$ cat config.mk
export PLATFORM = sky130hd
export DESIGN_NAME = ps2_frame_rx
export DESIGN_NICKNAME = d
export VERILOG_FILES = /design/src/rtl/ps2rx_pkg.sv /design/src/rtl/ps2rx_tick.sv /design/src/rtl/ps2rx_sync.sv /design/src/rtl/ps2rx_fifo.sv /design/src/rtl/ps2_frame_rx.sv
export SDC_FILE = /design/constraint.sdc
export NUM_CORES = 1
export LEC_CHECK = 0
export BUFFER_PORTS_ARGS = -buffer_cell sky130_fd_sc_hd__buf_2
export CAP_MARGIN = 20
export CORE_MARGIN = 2
export CORE_UTILIZATION = 42
export CTS_BUF_LIST = sky130_fd_sc_hd__clkbuf_4 sky130_fd_sc_hd__clkbuf_8
export DETAILED_ROUTE_END_ITERATION = 8
export HOLD_SLACK_MARGIN = 0.06
export PLACE_DENSITY_LB_ADDON = 0.1
export SLEW_MARGIN = 20
export SYNTH_ARGS = -nofsm -noshare
export SYNTH_HDL_FRONTEND = slang
export SYNTH_SLANG_ARGS = --single-unit
$ cat constraint.sdc
create_clock -name clk -period 2.8 [get_ports clk]
set_input_delay 0.56 -clock clk [delete_from_list [all_inputs] [get_ports clk]]
set_output_delay 0.56 -clock clk [all_outputs]
set_load 0.01 [all_outputs]
$ cat src/rtl/ps2rx_pkg.sv
package ps2rx_pkg;
    typedef enum logic [1:0] {
        RX_IDLE      = 2'd0,
        RX_WAIT_LOW  = 2'd1,
        RX_WAIT_HIGH = 2'd2,
        RX_CHECK     = 2'd3
    } rx_state_e;

    typedef enum logic [1:0] {
        ERR_NONE   = 2'd0,
        ERR_START  = 2'd1,
        ERR_PARITY = 2'd2,
        ERR_STOP   = 2'd3
    } rx_err_e;

    typedef struct packed {
        rx_err_e    err;
        logic [7:0] data;
    } rx_result_t;
endpackage

$ cat src/rtl/ps2rx_tick.sv
module ps2rx_tick #(
    parameter int DIV = 1250
) (
    input  logic clk,
    input  logic rst_n,
    output logic tick_o
);
    generate
        if (DIV < 2) begin : g_pass
            assign tick_o = 1'b1;
        end else begin : g_div
            localparam int CW = $clog2(DIV);
            logic [CW-1:0] cnt_q;
            logic          tick_q;
            always_ff @(posedge clk or negedge rst_n) begin
                if (!rst_n) begin
                    cnt_q  <= '0;
                    tick_q <= 1'b0;
                end else if (cnt_q == CW'(DIV - 1)) begin
                    cnt_q  <= '0;
                    tick_q <= 1'b1;
                end else begin
                    cnt_q  <= cnt_q + 1'b1;
                    tick_q <= 1'b0;
                end
            end
            assign tick_o = tick_q;
        end
    endgenerate
endmodule

$ cat src/rtl/ps2rx_sync.sv
module ps2rx_sync #(
    parameter int         W       = 2,
    parameter logic       RST_VAL = 1'b1
) (
    input  logic         clk,
    input  logic         rst_n,
    input  logic [W-1:0] d_i,
    output logic [W-1:0] q_o
);
    generate
        for (genvar i = 0; i < W; i++) begin : g_bit
            logic meta_q, stab_q;
            always_ff @(posedge clk or negedge rst_n) begin
                if (!rst_n) begin
                    meta_q <= RST_VAL;
                    stab_q <= RST_VAL;
                end else begin
                    meta_q <= d_i[i];
                    stab_q <= meta_q;
                end
            end
            assign q_o[i] = stab_q;
        end
    endgenerate
endmodule

$ cat src/rtl/ps2rx_fifo.sv
module ps2rx_fifo #(
    parameter int DEPTH = 32,
    parameter int W     = 10
) (
    input  logic         clk,
    input  logic         rst_n,
    input  logic         push_i,
    input  logic [W-1:0] wdata_i,
    input  logic         pop_i,
    output logic [W-1:0] rdata_o,
    output logic         empty_o,
    output logic         full_o
);
    localparam int AW = (DEPTH > 1) ? $clog2(DEPTH) : 1;

    logic [W-1:0] mem [DEPTH];
    logic [AW-1:0] wr_q, rd_q;
    logic [AW:0]   cnt_q;
    logic          do_push, do_pop;

    assign empty_o = (cnt_q == '0);
    assign full_o  = (cnt_q == (AW+1)'(DEPTH));
    assign do_push = push_i && !full_o;
    assign do_pop  = pop_i && !empty_o;
    assign rdata_o = mem[rd_q];

    function automatic logic [AW-1:0] nxt(input logic [AW-1:0] p);
        return (p == AW'(DEPTH - 1)) ? '0 : p + 1'b1;
    endfunction

    always_ff @(posedge clk) begin
        if (do_push) mem[wr_q] <= wdata_i;
    end

    always_ff @(posedge clk or negedge rst_n) begin
        if (!rst_n) begin
            wr_q  <= '0;
            rd_q  <= '0;
            cnt_q <= '0;
        end else begin
            if (do_push) wr_q <= nxt(wr_q);
            if (do_pop)  rd_q <= nxt(rd_q);
            cnt_q <= cnt_q + (AW+1)'(do_push) - (AW+1)'(do_pop);
        end
    end

    AST_FULL_DROPS: assert property (@(posedge clk) disable iff (!rst_n)
        (full_o && push_i && !pop_i) |=> ($stable(cnt_q) && $stable(wr_q)));
    AST_EMPTY_NO_MOVE: assert property (@(posedge clk) disable iff (!rst_n)
        (empty_o && pop_i && !push_i) |=> $stable(rd_q));
endmodule

$ cat src/rtl/ps2_frame_rx.sv
module ps2_frame_rx
    import ps2rx_pkg::*;
#(
    parameter int TICK_DIV      = 1250,
    parameter int TIMEOUT_TICKS = 400,
    parameter int FIFO_DEPTH    = 32,
    parameter int WORD_W        = 32
) (
    input  logic       clk,
    input  logic       rst_n,
    input  logic       ps2_clk_i,
    input  logic       ps2_dat_i,
    input  logic       tx_busy_i,
    output logic       rx_valid_o,
    output logic [7:0] rx_data_o,
    output logic [1:0] rx_err_o,
    input  logic       fifo_pop_i,
    output logic       fifo_empty_o,
    output logic [9:0] fifo_data_o
);
    localparam int FRAME_BITS = 11;
    localparam int BASE       = WORD_W - FRAME_BITS;
    localparam int BCW        = $clog2(FRAME_BITS + 1);
    localparam int TW         = $clog2(TIMEOUT_TICKS + 1);
    localparam int POS_START  = BASE;
    localparam int POS_DATA   = BASE + 1;
    localparam int POS_PAR    = BASE + 9;
    localparam int POS_STOP   = BASE + 10;

    logic       tick;
    logic [1:0] lines_s;
    logic       clk_s, dat_s;

    ps2rx_tick #(.DIV(TICK_DIV)) u_tick (
        .clk(clk), .rst_n(rst_n), .tick_o(tick)
    );

    ps2rx_sync #(.W(2), .RST_VAL(1'b1)) u_sync (
        .clk(clk), .rst_n(rst_n),
        .d_i({ps2_clk_i, ps2_dat_i}), .q_o(lines_s)
    );
    assign clk_s = lines_s[1];
    assign dat_s = lines_s[0];

    rx_state_e               state_q, state_d;
    logic [WORD_W-1:BASE]    frame_q;
    logic [BCW-1:0]          bits_q;
    logic [TW-1:0]           age_q;
    logic                    timed_out;
    logic                    valid_q;
    rx_result_t              res_q, chk;
    logic                    fifo_full;

    assign timed_out = (age_q == TW'(TIMEOUT_TICKS));

    always_comb begin
        state_d = state_q;
        unique case (state_q)
            RX_IDLE: begin
                if (tick && !clk_s && !tx_busy_i) state_d = RX_WAIT_LOW;
            end
            RX_WAIT_LOW: begin
                if (tick) begin
                    if (timed_out)   state_d = RX_IDLE;
                    else if (!clk_s) state_d = RX_WAIT_HIGH;
                end
            end
            RX_WAIT_HIGH: begin
                if (tick) begin
                    if (timed_out)  state_d = RX_IDLE;
                    else if (clk_s) state_d = (bits_q == BCW'(FRAME_BITS)) ? RX_CHECK : RX_WAIT_LOW;
                end
            end
            RX_CHECK: state_d = RX_IDLE;
            default:  state_d = RX_IDLE;
        endcase
    end

    always_ff @(posedge clk or negedge rst_n) begin
        if (!rst_n) state_q <= RX_IDLE;
        else        state_q <= state_d;
    end

    always_comb begin
        logic [7:0] d;
        d   = frame_q[POS_DATA+7:POS_DATA];
        chk = '{err: ERR_NONE, data: d};
        if (frame_q[POS_START])             chk = '{err: ERR_START,  data: 8'h00};
        else if (!(^{d, frame_q[POS_PAR]})) chk = '{err: ERR_PARITY, data: 8'h00};
        else if (!frame_q[POS_STOP])        chk = '{err: ERR_STOP,   data: 8'h00};
    end

    always_ff @(posedge clk or negedge rst_n) begin
        if (!rst_n) begin
            frame_q <= '0;
            bits_q  <= '0;
            age_q   <= '0;
            valid_q <= 1'b0;
            res_q   <= '{err: ERR_NONE, data: 8'h00};
        end else begin
            valid_q <= (state_q == RX_CHECK);
            if (state_q == RX_CHECK) res_q <= chk;
            if (state_q == RX_IDLE) begin
                bits_q <= '0;
                age_q  <= '0;
            end else if (tick && (state_q == RX_WAIT_LOW || state_q == RX_WAIT_HIGH)) begin
                age_q <= age_q + 1'b1;
                if (state_q == RX_WAIT_LOW && !clk_s && !timed_out) begin
                    frame_q <= {dat_s, frame_q[WORD_W-1:BASE+1]};
                    bits_q  <= bits_q + 1'b1;
                end
            end
        end
    end

    assign rx_valid_o = valid_q;
    assign rx_data_o  = res_q.data;
    assign rx_err_o   = res_q.err;

    ps2rx_fifo #(.DEPTH(FIFO_DEPTH), .W(10)) u_fifo (
        .clk(clk), .rst_n(rst_n),
        .push_i(state_q == RX_CHECK), .wdata_i(chk),
        .pop_i(fifo_pop_i), .rdata_o(fifo_data_o),
        .empty_o(fifo_empty_o), .full_o(fifo_full)
    );

    AST_BUSY_KEEPS_IDLE: assert property (@(posedge clk) disable iff (!rst_n)
        (state_q == RX_IDLE && tx_busy_i) |=> (state_q == RX_IDLE));
    AST_STROBE_ONE_CYCLE: assert property (@(posedge clk) disable iff (!rst_n)
        rx_valid_o |=> !rx_valid_o);
    AST_ERROR_ZERO_DATA: assert property (@(posedge clk) disable iff (!rst_n)
        (rx_valid_o && rx_err_o != 2'd0) |-> (rx_data_o == 8'h00));
    AST_RESULT_HELD: assert property (@(posedge clk) disable iff (!rst_n)
        !rx_valid_o |-> ($stable(rx_err_o) && $stable(rx_data_o)));
    AST_CHECK_AFTER_HIGH: assert property (@(posedge clk) disable iff (!rst_n)
        (state_q == RX_CHECK) |-> (bits_q == BCW'(FRAME_BITS)));
endmodule

=== Word level (Yosys, flattened, before mapping) ===
Memory sizes are Yosys's and may differ from the RTL's.
Index checks and enable logic that the tools add are counted.

* Bits in registers: 69
* RAM bits: 320
* Bits of input ports: 6
* Output and inout port bits: 22
* Memories: 1

{| class="wikitable"
|+ Memory list
! memory !! depth !! bits a word !! read ports !! clocked after memory_dff !! wr ports !! line !! RTL
|-
| u_fifo.mem || 32 || 10 || 1 || 0 || 1 || ps2rx_fifo.sv:16 || <nowiki>logic [W-1:0] mem [DEPTH];</nowiki>
|}

* Add/sub/neg operators: 7
* Eq/ne operators: 14
* Mux-type cells: 23
* Bitwise operators: 1
* Reduce and logical (&&, ||, !) cells: 21

{| class="wikitable"
|+ Operators with widths
! cell !! number
|-
| $mux W10 || 3
|-
| $mux W9 || 2
|-
| $mux W2 || 8
|-
| $mux W4 || 3
|-
| $add A11 B1 Y11 const B || 1
|-
| $eq A11 B11 Y1 const B || 1
|-
| $mux W11 || 1
|-
| $add A5 B1 Y5 const B || 2
|-
| $eq A5 B5 Y1 const B || 2
|-
| $mux W5 || 2
|-
| $add A9 B1 Y9 const B || 1
|-
| $eq A9 B9 Y1 const B || 1
|-
| $reduce_xor A9 Y1 || 1
|-
| $pmux W2 S4 || 1
|-
| $logic_and A1 B1 Y1 || 7
|-
| $add A6 B1 Y6 || 1
|-
| $eq A6 B6 Y1 const B || 1
|-
| $logic_not A6 Y1 || 1
|-
| $sub A6 B1 Y6 || 1
|-
| $logic_not A1 Y1 || 5
|-
| $reduce_and A5 Y1 || 1
|-
| $add A4 B1 Y4 const B || 1
|-
| $eq A2 B2 Y1 const B || 2
|-
| $eq A4 B4 Y1 const B || 1
|-
| 12 further kinds || 16
|}

=== Logic depth before layout (Yosys ltp) ===
* Depth after elaboration: 6
* Gate-level depth with buffers: 13
* Gate-level depth less buffers: 13

=== By module ===
From an unflattened synthesis, not the netlist that was laid out.

* Cell total of the unflattened synthesis: 850
* Area, all modules: 15838.9 µm²

{| class="wikitable"
|+ Modules (own cells, without submodules)
! module !! instances !! cells an instance !! area each (µm²)
|-
| ps2rx_fifo || 1 || 630 || 13290.2
|-
| ps2_frame_rx || 1 || 165 || 1869.3
|-
| ps2rx_tick || 1 || 49 || 559.3
|-
| ps2rx_sync || 1 || 6 || 120.1
|}

=== Worst setup path before layout ===
Ideal clock, no wire load.

* Kind: flip-flop to flip-flop
* Start: register u_fifo.cnt_q[2]
* End: register u_fifo.cnt_q[4]
* Arrival time: 2.772 ns
* Required time: 2.720 ns
* Path slack: -0.052 ns
* Cell stages (with the launch flop): 14
* Path buffers: 0
* Period minus slack after synthesis: 2.852 ns
* Cells stage by stage: dfrtp_1 inv_1 ha_1 nor4bb_1 nand2b_1 inv_1 ha_1 inv_1 ha_1 fa_1 a21oi_1 nor2_1 nor2_1 xnor2_1

* Elaborated cells between the ends (all ways): 8

{| class="wikitable"
|+ RTL lines
! item !! line !! RTL
|-
| from (decl) || ps2rx_fifo.sv:18 || <nowiki>logic [AW:0] cnt_q;</nowiki>
|-
| from (signal assigned) || ps2rx_fifo.sv:43 || <nowiki>cnt_q <= cnt_q + (AW+1)'(do_push) - (AW+1)'(do_pop);</nowiki>
|-
| $logic_not A6 Y1 || ps2rx_fifo.sv:21 || <nowiki>assign empty_o = (cnt_q == '0);</nowiki>
|-
| via fifo_empty_o || ps2_frame_rx.sv:18 || <nowiki>output logic fifo_empty_o,</nowiki>
|-
| $logic_not A1 Y1 || ps2rx_fifo.sv:24 || <nowiki>assign do_pop = pop_i && !empty_o;</nowiki>
|-
| $logic_and A1 B1 Y1 || ps2rx_fifo.sv:24 ||
|-
| via u_fifo.do_pop || ps2rx_fifo.sv:19 || <nowiki>logic do_push, do_pop;</nowiki>
|-
| $sub A6 B1 Y6 || ps2rx_fifo.sv:43 ||
|}

The timed path passes the listed nets, and every way through them passes these cells.
A chain may end at the register's enable or synchronous reset.

=== Worst setup path in the final report ===
* Start: register u_fifo.rd_q[0]
* End: output fifo_data_o[3]

* Cells in the longest elaborated chain, start to end: 1

{| class="wikitable"
|+ Ends and longest elaborated chain
! item !! line !! RTL
|-
| from (decl) || ps2rx_fifo.sv:17 || <nowiki>logic [AW-1:0] wr_q, rd_q;</nowiki>
|-
| from (signal assigned) || ps2rx_fifo.sv:42 || <nowiki>if (do_pop) rd_q <= nxt(rd_q);</nowiki>
|-
| $mem_v2 Z32 W10 || n/a ||
|-
| to (decl) || ps2_frame_rx.sv:19 || <nowiki>output logic [9:0] fifo_data_o</nowiki>
|}

No other way between the ends.

==> impl_metrics.yaml <==
timing:
  min_period_ps: 3434
  hold_violations: 0
  fmax_mhz: 291.2
  report.final.slew_viol_count: 0
  fin_crit_sh_pct: 122.6
  worst_pin_slew_ps: 810.2
  setup_violations: 10
  rsz0062_at_grt: "true"
  clock-skew-final_ps: 18.52
  slew_headroom_pct: 45.99
  setup_ws_ps: -633.9
yosys:
  ys_seq_area_share_pct: 72.37
  ys.flop_type: "edfxtp_1"
  avgSynthCellArea_sq_um: 19.54
  netlist_instances: 802
  syn_nets: 834
  synth_edf_count: 320
  synth_cell_type_count: 49
  synthArstFlopShare_pct: 17.74
  syn_area_sq_um: 15670
  ys_ff_latch: 389
  yosysWarningCount: 0
global_route:
  grt_overflow_total: 0
  grt_pass1_vias: 8504
  grt_max_degree: 57
  grt_util_all_layers_pct: 18.81
  antenna_found_initial: 0
  grt_pass1_wl_mm: 52.73
floorplanning:
  fp.dieW_um: 197.2
  rows: 70
  core_sq_um: 36700
  dieArea_sq_um: 38870
  die-height_um: 197.2
  io_pins: 28
  start_util_pct: 42.70
cts:
  cts_tree: "done"
  clockBufferDepth: 3
  cts-htree-levels: 3
  clock_latency_ps: 600
  numClockSinks: 389
  clk_pin_slew_ps: 60
  cts_buffers: 67
  cts-root-buf: "clkbuf_8"
finish:
  fin_cells: 1456
  seq_area_sq_um: 11350
  n_antenna_cell: 0
  fillers: 2929
  final_area_sq_um: 18470
  synthToLayoutAreaGrowth_pct: 17.84
  drive_above_1_share_pct: 33.70
  finish.net_count: 976
  multi_input_area_sq_um: 4160
worst_setup_path:
  critPathBufInv: 3
  cpPeakStageDelay_ps: 550
  worstPathRequired_ps: 2240
  crit_chain: "buf_12 -> buf_12 -> mux4_2 -> mux4_2 -> mux2_4 -> buf_6"
  slowest_stage: "mux4_2"
  path_max_fanout: 8
  critPathCaptureType: "primary output"
  start_kind: "flop"
  crit_type: "flop to primary output"
  cp.arrival_ps: 2870
  crit_family: "multiplexers"
flow_run:
  maxCapViolCount: 0
detailed_routing:
  first_pass_iters: 5
  routedWlPerCell_um: 24.11
  drt-initial-drc-count: 563
  vias_per_cell: 5.421
  drc: 0
  wl_mm: 35.10
  vias: 7893
  antenna_left: 0
power_and_ir_drop:
  powerDensity_nw_per_um2: 736.8
  peakVddDrop_v: 0.0003885
  p_leak_nw: 5.846
place:
  dp_hpwl_mm: 21.25
  place.gp.congestion: 0.7845
  io_buffers: 27
  place_inst: 1327
  dpl_cell_area_sq_um: 16840
outcome:
  outcome: "finished with violations"
  violations: "negative setup slack"
hold_path:
  hold_path_class: "flop to flop"
==> layer usage <==
layer / routed length, um / track usage [%]
met5: 0 / 0
met4: 636 / 5.876
met3: 1626 / 3.995
met2: 17460 / 30.48
met1: 15380 / 25.74
==> cells in the final DEF, fill, tap and decap left out, types with 14 or more instances in the layout <==
| cell type | count |
|---|---|
| clkbuf_8 | 69 |
| edfxtp_1 | 320 |
| and3_1 | 14 |
| xnor2_1 | 19 |
| clkbuf_4 | 21 |
| nor2_1 | 64 |
| dfrtp_1 | 63 |
| buf_2 | 21 |
| mux4_2 | 100 |
| buf_4 | 55 |
| nand2_1 | 23 |
| ha_1 | 25 |
| inv_1 | 21 |
==> state kept, by name, indices dropped and copies added, names as in the netlist <==
register             cells
age_q                    9
u_fifo.mem             320
rx_valid_o               1
u_fifo.rd_q              5
u_tick.tick_o            1
bits_q                   4
rx_data_o                8
u_fifo.cnt_q             6
u_sync.g_bit.stab_q      2
u_fifo.wr_q              5
frame_q                 11
u_tick.g_div.cnt_q      11
u_sync.g_bit.meta_q      2
state_q                  2
rx_err_o                 2
==> cells in the mapped netlist (all sizes together) (5+ instances only) <==
cell type	instances	area (sq um)
a21o	6	45.04
a21oi	8	40.04
nand3	8	40.04
mux2	25	281.5
inv	23	86.34
buf	16	83.82
xor2	11	96.34
nor2	64	240.2
a22o	7	61.31
nand4	5	31.28
nand2	23	86.33
mux2i	5	50.05
clkbuf	15	56.30
mux4	100	2252
o21ai	8	40.04
dfrtp	65	1627
ha	25	312.8
edfxtp	320	9609
and3	15	93.84
xnor2	19	166.4
==> cells by family after synthesis <==
group                      share of synthesized area (%)
adders and majority gates                          2.124
and+or+nand+nor                                    4.216
muxes                                              16.49
DFF                                                72.37
buffers and inverters                              1.445
xor gates and xnor gates                           1.828
AOI/OAI and AO/OA                                  1.533
==> power breakdown <==
part	switching (W)	total (W)	internal, W	leakage (nW)
sequential	0.000162	0.00645	0.00629	3.25
combinational	0.00110	0.00231	0.00121	1.94
clock	0.00219	0.00484	0.00265	0.653
total	0.00345	0.0136	0.0102	5.85
==> worst reg2reg max path, stage by stage, from the launching register on <==
cell and delay [ps]:
dfrtp_1 350, inv_1 100, ha_1 160, nor4bb_4 300, nand2b_4 190, inv_1 70, ha_1 270, inv_1 40
ha_1 220, fa_2 370, a21oi_2 140, nor2_1 40, nor2_1 130, xnor2_1 130
==> metrics by stage <==
stage               power (W)  utilization (%)  setup WS (ps)  TNS [ps]  hold slack, ps
finish                0.01361            50.32         -633.9     -6172           355.7
global route          0.01421            50.32         -716.9     -7006           360.5
CTS                   0.01371            50.13         -696.5     -6773           343.4
detailed placement   0.008493            45.89         -55.88    -270.2           347.8
global placement     0.008468            45.89         -63.90    -201.0           346.6
floorplan            0.007838                -          49.84         0           264.4
==> final timing paths <==
path,endpoint,depth (start not counted),startpoint,slack [ps]
hold / removal,u_sync.g_bit[0].stab_q,0,u_sync.g_bit[0].meta_q,360
max in group asynchronous,u_sync.g_bit[0].meta_q,3,rst_n,1770
setup reg to reg,u_fifo.cnt_q[4],13,u_fifo.cnt_q[4],210
hold reg to reg,u_sync.g_bit[0].stab_q,0,u_sync.g_bit[0].meta_q,360
setup / recovery,fifo_data_o[3],6,u_fifo.rd_q[0],-630
min in group asynchronous,age_q[0],2,rst_n,370
==> layout make-up <==
type                       instances  share of cell area [%]
timing repair buffer             104                   5.617
inverter                          23                  0.4675
clock buffer                      90                   5.996
tap                              468                   3.171
multi-input combinational        359                   22.53
sequential                       389                   61.45
clock inverter                    23                  0.7724
==> repair_timing <==
| action | in CTS | in global routing |
|---|---|---|
| setup buffers | 9 | 0 |
| pin swaps | 0 | 3 |
| hold buffers | 3 | 0 |
| endpoints found under the hold margin | 15 | 0 |
| endpoints found under the setup margin | 11 | 12 |
| gates cloned | 3 | 1 |
| resized for setup | 14 | 9 |
(Power assumes the default switching activity.)
